### src/rtl/smem_pkg.sv
package smem_pkg;

    typedef enum logic [3:0] {
        ST_IDLE,
        ST_DEV,
        ST_DEV_ACK,
        ST_ADR,
        ST_ADR_ACK,
        ST_WR,
        ST_WR_ACK,
        ST_RD,
        ST_RD_ACK
    } st_t;

    localparam logic [3:0] DEV_PREFIX = 4'b1010;

endpackage

### src/rtl/smem_line_filter.sv
module smem_line_filter #(
    parameter int FILT_CYC = 13
) (
    input  logic clk,
    input  logic rst_n,
    input  logic din,
    output logic dout
);
    localparam int CW = $clog2(FILT_CYC + 1);

    logic          s1, s2;
    logic [CW-1:0] cnt;

    always_ff @(posedge clk or negedge rst_n) begin
        if (!rst_n) begin
            s1 <= 1'b1;
            s2 <= 1'b1;
        end else begin
            s1 <= din;
            s2 <= s1;
        end
    end

    // output follows the synchronised line only after it has differed for FILT_CYC clocks
    always_ff @(posedge clk or negedge rst_n) begin
        if (!rst_n) begin
            dout <= 1'b1;
            cnt  <= '0;
        end else if (s2 == dout) begin
            cnt <= '0;
        end else if (cnt == CW'(FILT_CYC - 1)) begin
            dout <= s2;
            cnt  <= '0;
        end else begin
            cnt <= cnt + CW'(1);
        end
    end
endmodule

### src/rtl/smem_bus_events.sv
module smem_bus_events (
    input  logic clk,
    input  logic rst_n,
    input  logic scl_f,
    input  logic sda_f,
    output logic scl_rise,
    output logic scl_fall,
    output logic start_evt,
    output logic stop_evt
);
    logic scl_q, sda_q;

    always_ff @(posedge clk or negedge rst_n) begin
        if (!rst_n) begin
            scl_q <= 1'b1;
            sda_q <= 1'b1;
        end else begin
            scl_q <= scl_f;
            sda_q <= sda_f;
        end
    end

    assign scl_rise  = scl_f & ~scl_q;
    assign scl_fall  = ~scl_f & scl_q;
    assign start_evt = scl_f & scl_q & sda_q & ~sda_f;
    assign stop_evt  = scl_f & scl_q & ~sda_q & sda_f;
endmodule

### src/rtl/smem_i2c_target.sv
module smem_i2c_target #(
    parameter int MEM_BYTES  = 2048,
    parameter int PAGE_BYTES = 16,
    parameter int FILT_CYC   = 13
) (
    input  logic                         clk,
    input  logic                         rst_n,
    input  logic                         scl_in,
    input  logic                         sda_in,
    output logic                         sda_oe,
    input  logic [2:0]                   dev_pins,
    input  logic                         mem_busy,
    output logic                         ld_en,
    output logic [$clog2(MEM_BYTES)-1:0] ld_addr,
    output logic [7:0]                   ld_data,
    output logic                         commit,
    output logic [$clog2(MEM_BYTES)-1:0] rd_addr,
    input  logic [7:0]                   rd_data
);
    import smem_pkg::*;

    localparam int            AW       = $clog2(MEM_BYTES);
    localparam int            EXT      = AW - 8;
    localparam int            PW       = $clog2(PAGE_BYTES);
    localparam logic [2:0]    PIN_MASK = 3'(3'b111 << EXT);
    localparam logic [AW-1:0] PG_MASK  = AW'(PAGE_BYTES - 1);

    // ---- input conditioning, one filter per bus line ----
    logic [1:0] raw, filt;
    assign raw = {scl_in, sda_in};

    for (genvar g = 0; g < 2; g++) begin : g_filt
        smem_line_filter #(.FILT_CYC(FILT_CYC)) u_filt (
            .clk  (clk),
            .rst_n(rst_n),
            .din  (raw[g]),
            .dout (filt[g])
        );
    end

    logic scl_f, sda_f;
    assign scl_f = filt[1];
    assign sda_f = filt[0];

    logic scl_rise, scl_fall, start_evt, stop_evt;

    smem_bus_events u_evt (
        .clk      (clk),
        .rst_n    (rst_n),
        .scl_f    (scl_f),
        .sda_f    (sda_f),
        .scl_rise (scl_rise),
        .scl_fall (scl_fall),
        .start_evt(start_evt),
        .stop_evt (stop_evt)
    );

    // ---- controller state ----
    st_t           st, st_nx;
    logic [7:0]    sh;
    logic [3:0]    bitcnt;
    logic [2:0]    dev_hi;
    logic          dev_rw;
    logic [AW-1:0] ptr;
    logic          acked;
    logic          dirty;

    logic rx_done, dev_ok;
    assign rx_done = scl_fall && (bitcnt == 4'd8);
    assign dev_ok  = (sh[7:4] == DEV_PREFIX) &&
                     (((sh[3:1] ^ dev_pins) & PIN_MASK) == 3'b000) &&
                     !mem_busy;

    logic [AW-1:0] ptr_page_inc, ptr_lin_inc, ptr_load;
    assign ptr_lin_inc  = ptr + AW'(1);
    assign ptr_page_inc = (ptr & ~PG_MASK) | (ptr_lin_inc & PG_MASK);
    assign ptr_load     = AW'({dev_hi & ~PIN_MASK, sh});

    assign rd_addr = ptr;

    always_ff @(posedge clk or negedge rst_n) begin
        if (!rst_n) st <= ST_IDLE;
        else        st <= st_nx;
    end

    always_comb begin
        st_nx = st;
        if (start_evt) begin
            st_nx = ST_DEV;
        end else if (stop_evt) begin
            st_nx = ST_IDLE;
        end else begin
            unique case (st)
                ST_IDLE:    st_nx = ST_IDLE;
                ST_DEV:     if (rx_done)  st_nx = dev_ok ? ST_DEV_ACK : ST_IDLE;
                ST_DEV_ACK: if (scl_fall) st_nx = dev_rw ? ST_RD : ST_ADR;
                ST_ADR:     if (rx_done)  st_nx = ST_ADR_ACK;
                ST_ADR_ACK: if (scl_fall) st_nx = ST_WR;
                ST_WR:      if (rx_done)  st_nx = ST_WR_ACK;
                ST_WR_ACK:  if (scl_fall) st_nx = ST_WR;
                ST_RD:      if (scl_fall && bitcnt == 4'd7) st_nx = ST_RD_ACK;
                ST_RD_ACK:  if (scl_fall) st_nx = acked ? ST_RD : ST_IDLE;
                default:    st_nx = ST_IDLE;
            endcase
        end
    end

    // ---- datapath and outputs ----
    always_ff @(posedge clk or negedge rst_n) begin
        if (!rst_n) begin
            sda_oe  <= 1'b0;
            ld_en   <= 1'b0;
            ld_addr <= '0;
            ld_data <= '0;
            commit  <= 1'b0;
            sh      <= '0;
            bitcnt  <= '0;
            dev_hi  <= '0;
            dev_rw  <= 1'b0;
            ptr     <= '0;
            acked   <= 1'b0;
            dirty   <= 1'b0;
        end else begin
            ld_en  <= 1'b0;
            commit <= 1'b0;
            if (start_evt || stop_evt) begin
                sda_oe <= 1'b0;
                bitcnt <= '0;
                commit <= dirty;
                dirty  <= 1'b0;
            end else begin
                unique case (st)
                    ST_IDLE: ;
                    ST_DEV, ST_ADR, ST_WR: begin
                        if (scl_rise) begin
                            sh     <= {sh[6:0], sda_f};
                            bitcnt <= bitcnt + 4'd1;
                        end else if (rx_done) begin
                            bitcnt <= '0;
                            if (st == ST_DEV) begin
                                dev_hi <= sh[3:1];
                                dev_rw <= sh[0];
                                sda_oe <= dev_ok;
                            end else if (st == ST_ADR) begin
                                ptr    <= ptr_load;
                                sda_oe <= 1'b1;
                            end else begin
                                ld_en   <= 1'b1;
                                ld_addr <= ptr;
                                ld_data <= sh;
                                ptr     <= ptr_page_inc;
                                dirty   <= 1'b1;
                                sda_oe  <= 1'b1;
                            end
                        end
                    end
                    ST_DEV_ACK: begin
                        if (scl_fall) begin
                            bitcnt <= '0;
                            if (dev_rw) begin
                                sh     <= rd_data;
                                sda_oe <= ~rd_data[7];
                            end else begin
                                sda_oe <= 1'b0;
                            end
                        end
                    end
                    ST_ADR_ACK, ST_WR_ACK: begin
                        if (scl_fall) sda_oe <= 1'b0;
                    end
                    ST_RD: begin
                        if (scl_fall) begin
                            if (bitcnt == 4'd7) begin
                                sda_oe <= 1'b0;
                                ptr    <= ptr_lin_inc;
                            end else begin
                                sh     <= {sh[6:0], 1'b0};
                                sda_oe <= ~sh[6];
                                bitcnt <= bitcnt + 4'd1;
                            end
                        end
                    end
                    ST_RD_ACK: begin
                        if (scl_rise) acked <= ~sda_f;
                        if (scl_fall && acked) begin
                            sh     <= rd_data;
                            sda_oe <= ~rd_data[7];
                            bitcnt <= '0;
                        end
                    end
                    default: ;
                endcase
            end
        end
    end
endmodule

### config.mk
export PLATFORM = sky130hd
export DESIGN_NAME = smem_i2c_target
export DESIGN_NICKNAME = d
export VERILOG_FILES = /design/src/rtl/smem_pkg.sv /design/src/rtl/smem_line_filter.sv /design/src/rtl/smem_bus_events.sv /design/src/rtl/smem_i2c_target.sv
export SDC_FILE = /design/constraint.sdc
export NUM_CORES = 1
export LEC_CHECK = 0
export BUFFER_PORTS_ARGS = -buffer_cell sky130_fd_sc_hd__buf_2
export CAP_MARGIN = 20
export CORE_MARGIN = 3
export CORE_UTILIZATION = 45
export DETAILED_ROUTE_END_ITERATION = 8
export MAX_ROUTING_LAYER = met4
export PLACE_DENSITY = 0.66
export SYNTH_ARGS = -nofsm -noshare
export SYNTH_HDL_FRONTEND = slang
export SYNTH_SLANG_ARGS = --single-unit
export TNS_END_PERCENT = 30
### constraint.sdc
create_clock -name clk -period 3.4 [get_ports clk]
set_clock_uncertainty 0.15 [all_clocks]
set_input_delay 0.68 -clock clk [delete_from_list [all_inputs] [get_ports clk]]
set_output_delay 0.68 -clock clk [all_outputs]
set_load 0.1 [all_outputs]
==> metrics.cfg <==
[run_status]
outcome = complete, no violations

[critical_path]
crit_type = reg -> reg
r2r-start = st[2]
cp_max_fo = 8
cp.required_ns = 3.48
rr_endpoint = sh[4]
reg2reg_slack_ns = 0.85
cp-end-kind = flop
crit_path_start_kind = flop
critPathArrivalTime_ns = 2.63
rr_worst_depth = 5

[detailed_routing]
highest_layer = met4
dr.first_iter.drc_count = 196
detail_route.first_pass.iterations = 5
routed_wl_um = 8421
dr_wl_met2_um = 3912
ant_nets = 0
drcViolationCount = 0
dr_wl_met3_um = 509
viasPerCell = 5.805
vias = 2949
wl_per_cell_um = 16.58
wl_met1_um = 3902

[sta]
finalCritPeriodShare = 0.7501
rsz0062_at_grt = no
maxSlewViolCount = 0
tns_ns = 0
slew-limit-headroom = 0.3591
fmax_mhz = 392.1
setup_viol = 0
worst_pin_slew_ns = 0.9603
layout_min_cycle_time_ns = 2.550
hold_viol_final = 0

[finish]
final_core_util = 0.5424
syn_to_final_growth_pct = 14.85
nFillCells = 707
multi_input_area_um2 = 1803
seqCellArea_um2 = 1787
drive_gt1_frac = 0.3153
antenna_cells = 0
final_nets = 424

[grt]
grt_pass1_vias = 2831
grt_pass1_wl_um = 14440
overflow = 0
globalRouteTotalUtil = 0.1946
grt_start_max_net_pins = 72
antenna_found_initial = 0

[floorplanning]
die_y_um = 96.98
core_area_um2 = 7888
dieWidth_um = 96.98
ioPinCount = 49
die_area_um2 = 9405
start_util = 0.4722
rows = 32

[synthesis]
synthDistinctLibCells = 60
ys_warn_count = 0
synth.area.top_cells = dfrtp_1, mux2_2, dfstp_2, o21ai_0, nor2_1
netlist_area_um2 = 3725
synth_nets = 375
synth_seq_cells = 71
yosysSeqAreaShare = 0.4797
synth_enable_flop_cells = 0
synth_top_area_share = 0.4232
synth_flop_cell = dfrtp_1
syn_area_per_cell_um2 = 10.58
synthCells = 352
synth_top_cell_by_area = dfrtp_1
synthArstFlopShare = 1.000

[clock_network]
post-cts-setup-buffer-count = 0
cts_sinks = 71
ctsRootBufferMaster = clkbuf_8
numCtsBuffers = 9
cts_tree = built
clk_latency_ns = 0.34
cts_max_path_buffers = 2
cts.hold.buffers_added = 0
clk_pin_slew_ns = 0.08
h-tree-depth = 3
cts_resized = 0

[power]
powerDensity_nw_per_um2 = 602.3
power.leakage_nw = 1.996
peakVddDrop_mv = 0.3727

[worst_hold_path]
hp-class = in -> async

[placement]
hpwl_um = 5819
gp_congestion = 0.8525
io_buffers = 45

[job]
maxCapViolCount = 0

-- cell usage in the layout (no fill, tap or decap), drive strengths merged, types with 3 or more instances in the layout --
cell type  instances
ha                 7
and2               3
nand4b             3
clkinv             3
dfstp              8
nor3               8
clkbuf            10
nand2b             7
nor2              25
a311oi             4
nor4               4
dfrtp             63
a31oi              7
or4                3
nor2b             10
or3                3
o21ai             23
mux2i              6
xnor2              3
mux2              39
nand3             16
buf               57
a21oi             17
and3               4
nand2             13
inv               15
nor3b              4
-- worst max path at each step --
stage | slack (ns) | startpoint | depth (start not counted) | end
2_1_floorplan | 0.87 | st[2] | 7 | sh[1]
3_3_place_gp | 0.88 | st[2] | 5 | sh[1]
3_5_place_dp | 0.86 | st[2] | 5 | sh[2]
4_1_cts | 0.84 | st[2] | 5 | sh[7]
5_1_grt | 0.80 | st[2] | 5 | sh[4]
6_report | 0.85 | st[2] | 5 | sh[4]
-- layer usage --
| metal | track usage | vias to the layer above |
|---|---|---|
| met4 | 0.06371 | 0 |
| met1 | 0.2667 | 1462 |
| met5 | - | - |
| met2 | 0.2845 | 88 |
| met3 | 0.04758 | 10 |
| li1 | - | 1389 |
-- final cells by class --
class | count | share of cell area
clock buffers | 10 | 0.03217
clock inverters | 6 | 0.009944
inverters | 14 | 0.01228
multi-input cells | 248 | 0.4215
flip-flops and latches | 71 | 0.4177
well taps | 102 | 0.02983
repair buffers | 57 | 0.07663
-- flip-flops by register name, summed over array words and instances, names as in the netlist, 3 cells and up --
signal	count
rd_addr	11
g_filt.u_filt.cnt	8
st	4
ld_addr	11
sh	8
bitcnt	4
ld_data	8
dev_hi	3
-- cell usage after synthesis (4+ instances only) --
library cell  instances
a21oi_1              17
a311oi_1              4
a31oi_1               7
and3_1                4
clkbuf_1             16
dfrtp_1              63
dfstp_2               8
ha_1                  7
inv_1                13
mux2_2               33
mux2_4                6
mux2i_1               6
nand2_1              13
nand2b_1              7
nand3_1              16
nor2_1               25
nor2b_1              10
nor3_1                7
nor3b_1               4
nor4_1                4
o21ai_0              22
-- cell families (layout without fill, tap and decap cells) --
| family | after synthesis | after routing | synth area share |
|---|---|---|---|
| simple gates | 109 | 109 | 0.1616 |
| compound gates | 82 | 82 | 0.1458 |
| flops | 71 | 71 | 0.4797 |
| mux | 45 | 45 | 0.1401 |
| buf+inv | 33 | 87 | 0.03762 |
| fa+ha+maj | 7 | 7 | 0.02351 |
| xor+xnor | 5 | 5 | 0.01176 |
-- stage by stage --
| stage | total power, mW | hold WS, ns | setup slack (ns) | instance area (µm²) | std cells |
|---|---|---|---|---|---|
| 6_report | 2.577 | 0.1801 | 0.8498 | 4278 | 508 |
| 3_5_place_dp | 1.955 | 0.1987 | 0.8591 | 4098 | 492 |
| 4_1_cts | 2.586 | 0.2089 | 0.8437 | 4278 | 508 |
| 3_3_place_gp | 1.940 | 0.1959 | 0.8759 | 4098 | 492 |
| 2_1_floorplan | 1.747 | 0.1952 | 0.8719 | 3725 | 352 |
| 5_1_grt | 2.747 | 0.2063 | 0.7990 | 4278 | 508 |
-- worst max-delay path, cell delays in order (launching register included) --
cell and delay, ns:
dfrtp_1 0.38, or4b_4 0.59, nor3_4 0.20, o21ai_2 0.13, or4_4 0.65, mux2_4 0.33
-- power breakdown --
part           switching [mW]  total [mW]  internal (mW)  leakage (nW)
logic                   0.507       0.918          0.410         0.972
registers               0.101        1.03          0.931         0.935
clock network           0.340       0.627          0.287        0.0891
total                   0.947        2.58           1.63          2.00
(Power assumes the default switching activity.)
